[config.mk]
export PLATFORM = sky130hd
export DESIGN_NAME = dacw_channel
export DESIGN_NICKNAME = d
export VERILOG_FILES = /design/src/rtl/dacw_pkg.sv /design/src/rtl/dacw_ctrl.sv /design/src/rtl/dacw_trig.sv /design/src/rtl/dacw_wave.sv /design/src/rtl/dacw_channel.sv
export SDC_FILE = /design/constraint.sdc
export NUM_CORES = 1
export LEC_CHECK = 0
export BUFFER_PORTS_ARGS = -buffer_cell sky130_fd_sc_hd__buf_4
export CELL_PAD_IN_SITES_DETAIL_PLACEMENT = 0
export CELL_PAD_IN_SITES_GLOBAL_PLACEMENT = 1
export CORE_ASPECT_RATIO = 1.4
export CORE_MARGIN = 5
export CORE_UTILIZATION = 45
export DETAILED_ROUTE_END_ITERATION = 8
export PLACE_DENSITY = 0.88
export RECOVER_POWER = 25
export SYNTH_ARGS = -nofsm -noshare
export SYNTH_HDL_FRONTEND = slang
export SYNTH_SLANG_ARGS = --single-unit
export TNS_END_PERCENT = 50
[constraint.sdc]
create_clock -name clk -period 3.25 [get_ports clk]
set_input_delay 0.325 -clock clk [delete_from_list [all_inputs] [get_ports clk]]
set_output_delay 0.325 -clock clk [all_outputs]
set_load 0.05 [all_outputs]
[src/rtl/dacw_pkg.sv]
package dacw_pkg;
  localparam int CTL_W  = 15;
  localparam int TSEL_W = 4;
  localparam int NSRC   = 1 << TSEL_W;
  localparam int AMP_W  = 4;

  typedef struct packed {
    logic              cal_en;
    logic              udr_ie;
    logic              dma_en;
    logic [AMP_W-1:0]  amp;
    logic [1:0]        wave;
    logic [TSEL_W-1:0] tsel;
    logic              trig_en;
    logic              en;
  } ctl_t;

  typedef enum logic [1:0] {
    WM_NONE  = 2'd0,
    WM_NOISE = 2'd1,
    WM_TRI   = 2'd2
  } wmode_e;

  function automatic wmode_e decode_wave(input logic [1:0] w);
    if (w[1]) return WM_TRI;
    if (w[0]) return WM_NOISE;
    return WM_NONE;
  endfunction
endpackage

[src/rtl/dacw_ctrl.sv]
module dacw_ctrl
  import dacw_pkg::*;
(
  input  logic             clk,
  input  logic             rst_n,
  input  logic             wr_en,
  input  logic [CTL_W-1:0] wr_word,
  output ctl_t             cfg
);
  ctl_t req;
  ctl_t nxt;

  always_comb begin
    req = ctl_t'(wr_word);
    nxt = req;
    // calibration flag is frozen while the channel runs
    if (cfg.en) nxt.cal_en = cfg.cal_en;
  end

  always_ff @(posedge clk or negedge rst_n) begin
    if (!rst_n)     cfg <= '0;
    else if (wr_en) cfg <= nxt;
  end

  AST_CAL_LOCKED: assert property (@(posedge clk) disable iff (!rst_n)
    !$stable(cfg.cal_en) |-> !$past(cfg.en));

  AST_CTL_ONLY_ON_WRITE: assert property (@(posedge clk) disable iff (!rst_n)
    !$stable(cfg) |-> $past(wr_en));
endmodule

[src/rtl/dacw_trig.sv]
module dacw_trig
  import dacw_pkg::*;
#(
  parameter int DW  = 12,
  parameter int LAT = 3
) (
  input  logic              clk,
  input  logic              rst_n,
  input  logic              en,
  input  logic              trig_en,
  input  logic [TSEL_W-1:0] tsel,
  input  logic              sw_trig,
  input  logic [NSRC-2:0]   ext_trig,
  input  logic [DW-1:0]     samp_in,
  output logic              hit,
  output logic              fire,
  output logic [DW-1:0]     samp_out
);
  logic [NSRC-1:0] src;
  logic [LAT-1:0]  vld;
  logic [DW-1:0]   smp [LAT];

  assign src = {ext_trig, sw_trig};
  assign hit = en & trig_en & src[tsel];

  always_ff @(posedge clk or negedge rst_n) begin
    if (!rst_n) begin
      vld <= '0;
      for (int i = 0; i < LAT; i++) smp[i] <= '0;
    end else begin
      vld[0] <= hit;
      smp[0] <= samp_in;
      for (int i = 1; i < LAT; i++) begin
        vld[i] <= en & vld[i-1];
        smp[i] <= smp[i-1];
      end
    end
  end

  assign fire     = en & vld[LAT-1];
  assign samp_out = smp[LAT-1];
endmodule

[src/rtl/dacw_wave.sv]
module dacw_wave
  import dacw_pkg::*;
#(
  parameter int            DW   = 12,
  parameter logic [DW-1:0] SEED = 'hACE,
  parameter logic [DW-1:0] TAPS = 'h829
) (
  input  logic             clk,
  input  logic             rst_n,
  input  logic             step,
  input  wmode_e           mode,
  input  logic [AMP_W-1:0] amp,
  output logic [DW-1:0]    sample
);
  logic [DW-1:0] mask;
  logic [DW-1:0] lfsr;
  logic [DW-1:0] tri_cnt;
  logic          tri_down;
  logic [DW-1:0] tri_nxt;
  logic          down_nxt;

  // bit b is unmasked when b <= code; codes past the top saturate
  for (genvar b = 0; b < DW; b++) begin : g_mask
    assign mask[b] = (int'(amp) >= b);
  end

  always_comb begin
    tri_nxt  = tri_cnt;
    down_nxt = tri_down;
    if (!tri_down) begin
      if (tri_cnt >= mask) begin
        down_nxt = 1'b1;
        tri_nxt  = tri_cnt - 1'b1;
      end else begin
        tri_nxt  = tri_cnt + 1'b1;
      end
    end else begin
      if (tri_cnt == '0) begin
        down_nxt = 1'b0;
        tri_nxt  = tri_cnt + 1'b1;
      end else begin
        tri_nxt  = tri_cnt - 1'b1;
      end
    end
  end

  always_ff @(posedge clk or negedge rst_n) begin
    if (!rst_n) begin
      lfsr     <= SEED;
      tri_cnt  <= '0;
      tri_down <= 1'b0;
    end else if (step) begin
      if (mode == WM_NOISE) lfsr <= {lfsr[DW-2:0], ^(lfsr & TAPS)};
      if (mode == WM_TRI) begin
        tri_cnt  <= tri_nxt;
        tri_down <= down_nxt;
      end
    end
  end

  always_comb begin
    case (mode)
      WM_NOISE: sample = lfsr & mask;
      WM_TRI:   sample = tri_cnt;
      default:  sample = '0;
    endcase
  end

  AST_LFSR_NONZERO: assert property (@(posedge clk) disable iff (!rst_n)
    lfsr != '0);

  AST_TRI_ONE_STEP: assert property (@(posedge clk) disable iff (!rst_n)
    (step && mode == WM_TRI) |=>
      (tri_cnt == DW'($past(tri_cnt) + 1'b1) || tri_cnt == DW'($past(tri_cnt) - 1'b1)));

  AST_TRI_IDLE: assert property (@(posedge clk) disable iff (!rst_n)
    !(step && mode == WM_TRI) |=> $stable(tri_cnt));
endmodule

[src/rtl/dacw_channel.sv]
module dacw_channel
  import dacw_pkg::*;
#(
  parameter int            DW   = 12,
  parameter int            LAT  = 3,
  parameter logic [DW-1:0] SEED = 'hACE,
  parameter logic [DW-1:0] TAPS = 'h829
) (
  input  logic             clk,
  input  logic             rst_n,
  input  logic             ctl_we,
  input  logic [CTL_W-1:0] ctl_wdata,
  output logic [CTL_W-1:0] ctl_rdata,
  input  logic             din_valid,
  output logic             din_ready,
  input  logic [DW-1:0]    din_data,
  input  logic             sw_trig,
  input  logic [NSRC-2:0]  ext_trig,
  output logic [DW-1:0]    dac_code
);
  ctl_t          cfg;
  wmode_e        mode;
  logic          hit;
  logic          fire;
  logic [DW-1:0] wsamp;
  logic [DW-1:0] fsamp;
  logic [DW-1:0] dhr;
  logic [DW-1:0] dor;

  dacw_ctrl u_ctrl (
    .clk     (clk),
    .rst_n   (rst_n),
    .wr_en   (ctl_we),
    .wr_word (ctl_wdata),
    .cfg     (cfg)
  );

  assign mode = cfg.trig_en ? decode_wave(cfg.wave) : WM_NONE;

  dacw_wave #(.DW(DW), .SEED(SEED), .TAPS(TAPS)) u_wave (
    .clk    (clk),
    .rst_n  (rst_n),
    .step   (hit),
    .mode   (mode),
    .amp    (cfg.amp),
    .sample (wsamp)
  );

  dacw_trig #(.DW(DW), .LAT(LAT)) u_trig (
    .clk      (clk),
    .rst_n    (rst_n),
    .en       (cfg.en),
    .trig_en  (cfg.trig_en),
    .tsel     (cfg.tsel),
    .sw_trig  (sw_trig),
    .ext_trig (ext_trig),
    .samp_in  (wsamp),
    .hit      (hit),
    .fire     (fire),
    .samp_out (fsamp)
  );

  assign din_ready = 1'b1;
  assign ctl_rdata = CTL_W'(cfg);

  always_ff @(posedge clk or negedge rst_n) begin
    if (!rst_n) begin
      dhr <= '0;
      dor <= '0;
    end else begin
      if (din_valid) dhr <= din_data;
      if (cfg.en) begin
        if (!cfg.trig_en) dor <= dhr;
        else if (fire)    dor <= dhr + fsamp;
      end
    end
  end

  assign dac_code = dor;

  AST_DOR_FROZEN: assert property (@(posedge clk) disable iff (!rst_n)
    !$stable(dac_code) |-> $past(cfg.en));

  AST_DIRECT_FOLLOW: assert property (@(posedge clk) disable iff (!rst_n)
    (cfg.en && !cfg.trig_en) |=> dac_code == $past(dhr));
endmodule

==> results of run 1 <==
[cells in the final DEF, fill, tap and decap left out, types with 4 or more instances in the layout]
cell type / netlist / final
dfrtp_1: 96 / 96
buf_4: 3 / 77
nand2_1: 42 / 42
mux2_2: 36 / 36
o21ai_0: 31 / 30
ha_1: 27 / 27
a21oi_1: 25 / 25
nor2_1: 20 / 20
inv_1: 15 / 15
xnor2_1: 12 / 12
mux2i_1: 11 / 11
xor2_1: 10 / 10
clkbuf_16: 0 / 9
nand3_1: 7 / 7
dfstp_2: 7 / 7
o211ai_1: 6 / 6
nor2b_1: 6 / 6
and3_1: 6 / 6
o21a_1: 5 / 5
nor4_1: 5 / 5
or3_1: 4 / 4
a32oi_1: 4 / 4
a21o_1: 4 / 4
and2_1: 4 / 4
mux4_2: 4 / 4
nor3_1: 4 / 4
[through the flow]
| step | total power [uW] | setup slack [ns] | util, % | hold slack [ns] |
|---|---|---|---|---|
| floorplan | 1965 | 0.4379 | - | 0.02941 |
| global placement | 2220 | 0.4364 | 51.13 | 0.3326 |
| detailed placement | 2239 | 0.3894 | 51.13 | 0.3347 |
| CTS | 3370 | 0.3708 | 53.96 | 0.06166 |
| global route | 3482 | 0.06344 | 53.82 | 0.2001 |
| finish | 3329 | 0.3692 | 53.82 | 0.1938 |
[cells by family after synthesis]
logic type / share of synthesized area (%)
xor gates and xnor gates: 3.796
AOI/OAI and AO/OA: 11.34
and+or+nand+nor: 11.31
buffers and inverters: 3.549
adders and majority gates: 7.049
DFF: 50.95
muxes: 11.93
other: 0.07388
[power by group]
group | total (uW) | switching (uW) | internal, uW
combinational | 737 | 463 | 275
clock | 1120 | 478 | 646
sequential | 1470 | 96.7 | 1370
[worst max-delay path, stage by stage, from the launching register on]
cell and delay (ns):
dfrtp_1 0.50, or3_1 0.47, nor2_1 0.13, ha_1 0.24
a21oi_1 0.13, o21ai_0 0.10, nand3_1 0.11, nand4_1 0.30
a2111oi_4 0.45, a32oi_1 0.19, xnor2_1 0.15
[flip-flops by register name (all words and copies together) (netlist names)]
name             flops
u_wave.lfsr         12
u_ctrl.cfg          15
u_wave.tri_cnt      12
u_trig.smp          24
u_wave.tri_down      1
dac_code            12
u_trig.vld           3
u_trig.samp_out     12
dhr                 12
[layout make-up]
type / count / area (um^2) / area share (%)
Timing Repair Buffer: 79 / 590.6 / 9.776
Tap cell: 144 / 180.2 / 2.983
Sequential cell: 103 / 2586 / 42.81
Clock buffer: 11 / 252.7 / 4.184
Multi-Input combinational cell: 308 / 2310 / 38.24
Inverter: 15 / 56.30 / 0.9321
Clock inverter: 5 / 65.06 / 1.077
[per-layer routing]
layer | track usage (%) | wire [um]
met4 | 6.834 | 284
met3 | 3.709 | 362
met1 | 19.03 | 4257
met5 | 0 | 0
met2 | 33.37 | 6222
[how the worst max path moves through the flow]
stage	cells past startpoint	start	slack, ns	to
after floorplan	11	u_ctrl.cfg[9]	0.44	u_wave.tri_cnt[11]
after detailed placement	10	u_ctrl.cfg[11]	0.39	u_wave.tri_cnt[11]
final	10	u_ctrl.cfg[11]	0.37	u_wave.tri_cnt[11]
after global placement	10	u_ctrl.cfg[11]	0.44	u_wave.tri_cnt[11]
after global routing	10	u_ctrl.cfg[10]	0.06	u_wave.tri_cnt[5]
after CTS	10	u_ctrl.cfg[11]	0.37	u_wave.tri_cnt[11]
[cell usage after synthesis (10+ instances only)]
library cell  instances
clkbuf_1             13
xor2_1               10
nor2_1               20
dfrtp_1              96
nand2_1              42
mux2i_1              11
ha_1                 27
o21ai_0              31
mux2_2               36
inv_1                15
a21oi_1              25
xnor2_1              12
==> results_dict.tcl, run 1 <==
set metrics [dict create \
    status "finished with violations" \
    violations "max-capacitance violations, max-slew violations" \
    grt_start_max_net_pins 104 \
    r2r-start "u_ctrl.cfg[11]" \
    syn-instance-count 450 \
    setup_total_negative_slack_ns 0 \
    worst-endpoint-arrival_ns 3.11 \
    worstPathMaxFanout 13 \
    globalRoute.totalOverflow 0 \
    synthesized_netlist_net_count 525 \
    global_route.usage.total_pct 17.71 \
    edff_count_synth 0 \
    min_delay_worst_endpoint "dhr[11]" \
    drcViolationCount 0 \
    drt_antenna_net_count 0 \
    hold_path_class "input port to register" \
    clk_pin_slew_ns 0.07 \
    antenna_cells 0 \
    tritoncts "done" \
    yosysWarnings 0 \
    ctsHtreeMaxLevel 3 \
    timing.final.crit_share_pct 88.64 \
    clock_insertion_delay_worst_skew_ns 0.35 \
    wire_per_inst_um 16.73 \
    postCtsSetupBuffers 0 \
    mapped_avg_cell_area_um2 11.28 \
    final.min_clock_period_ns 2.881 \
    synth-seq-cells 103 \
    first_global_vias 3819 \
    cp_data_required_time_ns 3.48 \
    post-place-cells 649 \
    drt_pre_antenna_iters 4 \
    worst_r2r_endpoint "u_wave.tri_cnt[11]" \
    gp_congestion 0.8639 \
    dominantRegCellSynth "dfrtp_1" \
    synth_top_cell_by_area "dfrtp_1" \
    synth_top_area_share_pct 47.33 \
    cts_num_sinks 103 \
    grt_setup_unrepaired "no" \
    avgViaCountPerCell 5.349 \
    setup_viol 0 \
    die_height_um 135.7 \
    detailedRoute.firstIterationViolations 185 \
    nets_finish 591 \
    routed_wl_um 11130 \
    power.density_cell_area_mw_per_mm2 551.2 \
    antenna_found_initial 0 \
    report.final.hold_viol_count 0 \
    finClkSkew_ns 0.006633 \
    syn_to_final_growth_pct 19.00 \
    core-area_mm2 0.01122 \
    cellLeakagePower_uw 0.002908 \
    top_level_ports 75 \
    timing.reg2reg.worst_path_depth 10 \
    final_instance_area_mm2 0.006041 \
    worst_pin_slew_ns 2.445 \
    setup.worst_path.start_class "register" \
    hold_path_depth 3 \
    synth_cell_type_count 51 \
    vdd.ir_drop.worst_mv 0.2698 \
    asyncSetResetFlopFracSynth_pct 100.0 \
    cts-hold-fix-buffers 0 \
    timing.setup.critical_path_class "register to register" \
    post_cts.resized_instances 0 \
    drv_slew 104 \
    clk_path_buf_depth 2 \
    clk_root_buffer_cell "clkbuf_16" \
    placement_rows 46 \
    tritoncts.num_buffers 9 \
    max_freq_mhz 347.1 \
    post_dp_cell_area_mm2 0.005738 \
    initial_core_util_pct 45.23 \
    dp_hpwl_um 8293 \
    port_buffers 73 \
    syn-cell-area_mm2 0.005076 \
    grt_first_pass_wirelength_um 18950 \
    timing.critical_path.to_type "register" \
    slew_headroom_pct -63.02 \
    yosysSeqAreaShare_pct 50.95 \
    timing.reg2reg.setup_slack_ns 0.37 \
    die_area_mm2 0.01353 \
    fillCellCount 962 \
    min_from "din_data[11]" \
    die-width_um 99.76 \
    via_count 3557 \
    synthTopCellsByArea "dfrtp_1 (47%), mux2_2 (8.0%), ha_1 (6.7%)" \
    maxCapViolCount 1 \
    post_route_cells_drive_above_1_share_pct 28.02 \
    finalNonFillerCells 665 \
]
(Power assumes the default switching activity.)
==> run 2, diff against run 1 <==
CORE_UTILIZATION = 47   (was 45)
CTS_BUF_LIST = sky130_fd_sc_hd__clkbuf_8   (was unset)
PLACE_DENSITY = 0.91   (was 0.88)
==> run 2 against run 1 <==
Compared with the run above: the run still ends with max-capacitance violations, max-slew violations left; non-clock buffer count down 1; clock skew grew 0.00057 ns; first-iteration DRC count decreased by 37%; sequential power about the same; worst hold slack lost 0.030 ns; clock-buffer cell count decreased by 2; clock power down 36%; routed wire length fell by 3.9%; via count rose by 0.11%; worst setup slack gained 0.020 ns; critical path type unchanged; largest cell class unchanged; largest power group unchanged; highest routed layer unchanged.
==> results_dict.tcl, run 2 (synthesis results as in run 1) <==
set metrics [dict create \
    timing.critical_path.to_type "register" \
    first_global_vias 3633 \
    final_instance_area_mm2 0.005883 \
    finalNonFillerCells 661 \
    worst_pin_slew_ns 1.549 \
    gp_congestion 0.8661 \
    cts-hold-fix-buffers 0 \
    die_height_um 133.0 \
    ctsHtreeMaxLevel 3 \
    grt_setup_unrepaired "no" \
    grt_first_pass_wirelength_um 17800 \
    finClkSkew_ns 0.007207 \
    clock_insertion_delay_worst_skew_ns 0.37 \
    drt_antenna_net_count 0 \
    most_common_cell_after_layout_fill_and_taps_aside "dfrtp_1" \
    report.final.hold_viol_count 0 \
    drv_slew 63 \
    clk_root_buffer_cell "clkbuf_8" \
    post_dp_cell_area_mm2 0.005714 \
    flip_flop_count_of_the_largest_register_after_layout 24 \
    core-area_mm2 0.01070 \
    die-width_um 97.83 \
    cts_num_sinks 103 \
    setup.worst_path.start_class "register" \
    global_route.usage.total_pct 17.03 \
    slew_headroom_pct -3.239 \
    setup_total_negative_slack_ns 0 \
    maxCapViolCount 1 \
    drt_pre_antenna_iters 4 \
    power.density_cell_area_mw_per_mm2 494.7 \
    grt_start_max_net_pins 63 \
    final.min_clock_period_ns 2.861 \
    die_area_mm2 0.01301 \
    status "finished with violations" \
    pwr_total_uw 2910 \
    via_count 3561 \
    globalRoute.totalOverflow 0 \
    largest-register "u_trig.smp" \
    hold_path_class "input port to register" \
    port_buffers 73 \
    post-place-cells 645 \
    drcViolationCount 0 \
    layout_common_cells "dfrtp_1 (96), buf_4 (77), nand2_1 (42), mux2_2 (36), o21ai_0 (30)" \
    fillCellCount 940 \
    whs_ns 0.1638 \
    postCtsSetupBuffers 0 \
    dp_hpwl_um 8148 \
    routed_wl_um 10690 \
    max_freq_mhz 349.6 \
    timing.setup.critical_path_class "register to register" \
    vdd.ir_drop.worst_mv 0.2158 \
    detailedRoute.firstIterationViolations 116 \
    placement_rows 45 \
    worst-endpoint-arrival_ns 3.15 \
    clk_path_buf_depth 2 \
    violations "max-capacitance violations, max-slew violations" \
    avgViaCountPerCell 5.387 \
    tritoncts.num_buffers 9 \
    top_level_ports 75 \
    timing.final.crit_share_pct 88.02 \
    syn_to_final_growth_pct 15.90 \
    initial_core_util_pct 47.45 \
    cellLeakagePower_uw 0.002840 \
    antenna_cells 0 \
    post_route_cells_drive_above_1_share_pct 27.88 \
    tritoncts "done" \
    largestRegisters "u_trig.smp: 24 flops, u_ctrl.cfg: 15 flops" \
    cp_data_required_time_ns 3.54 \
    setup_viol 0 \
    wire_per_inst_um 16.17 \
    worstPathMaxFanout 13 \
    clk_pin_slew_ns 0.10 \
    antenna_found_initial 0 \
    post_cts.resized_instances 0 \
    nets_finish 590 \
]
-- run 2: cell count changes in the layout (fill, tap and decap cells not counted) --
cell       delta
clkbuf_8      +7
clkinv_2      +3
inv_6         +2
clkbuf_16     -9
bufinv_16     -1
clkbuf_4      -1
inv_8         -1
clkinv_4      -1
-- run 2: critical path, cell delays in order, from the launching register on --
cell     delay, ns
dfrtp_1       0.51
or3_1         0.47
nor2_1        0.12
ha_1          0.15
a21oi_1       0.04
o21ai_0       0.18
nand3_1       0.11
and4_1        0.32
or4_1         0.55
a21oi_1       0.18
xor2_1        0.15
-- run 2: layout make-up --
class,instances,area [um^2],area share (%)
sequential,103,2586,43.96
multi-input combinational,308,2310,39.26
timing repair buffer,78,583.1,9.911
tap,141,176.4,2.999
clock buffer,9,123.9,2.105
inverter,15,56.30,0.9570
clock inverter,7,47.55,0.8082
-- run 2: power by group --
| group | leakage, uW | switching (uW) | internal (uW) | total, uW |
|---|---|---|---|---|
| registers | 0.00133 | 96.6 | 1370 | 1470 |
| logic | 0.00142 | 452 | 272 | 725 |
| clock network | 0.0000858 | 439 | 280 | 719 |
-- run 2: path summary, 6_finish.rpt --
check | from | endpoint | slack (ns) | cells past startpoint
min in group asynchronous | rst_n | dhr[11] | 0.33 | 1
setup / recovery | u_ctrl.cfg[11] | u_wave.tri_cnt[5] | 0.39 | 10
setup reg to reg | u_ctrl.cfg[11] | u_wave.tri_cnt[5] | 0.39 | 10
hold reg to reg | u_trig.smp[33] | u_trig.smp[21] | 0.35 | 0
max in group asynchronous | rst_n | u_wave.lfsr[3] | 1.82 | 2
hold / removal | din_data[1] | dhr[1] | 0.16 | 3
-- run 2: stage by stage --
| stage | utilization (%) | setup WS (ns) |
|---|---|---|
| CTS | 55.02 | 0.3688 |
| global placement | 53.42 | 0.4683 |
| detailed placement | 53.42 | 0.4051 |
| floorplan | - | 0.4379 |
| finish | 54.99 | 0.3892 |
| global route | 54.99 | 0.08055 |
-- run 2: routing by layer --
| metal | vias to the layer above | global-route usage [%] | share of wire [%] |
|---|---|---|---|
| met4 | 0 | 7.852 | 3.4 |
| li1 | 1729 | - | - |
| met1 | 1728 | 20.21 | 39 |
| met2 | 78 | 28.94 | 53 |
| met5 | - | 0 | 0 |
| met3 | 26 | 4.167 | 4.2 |
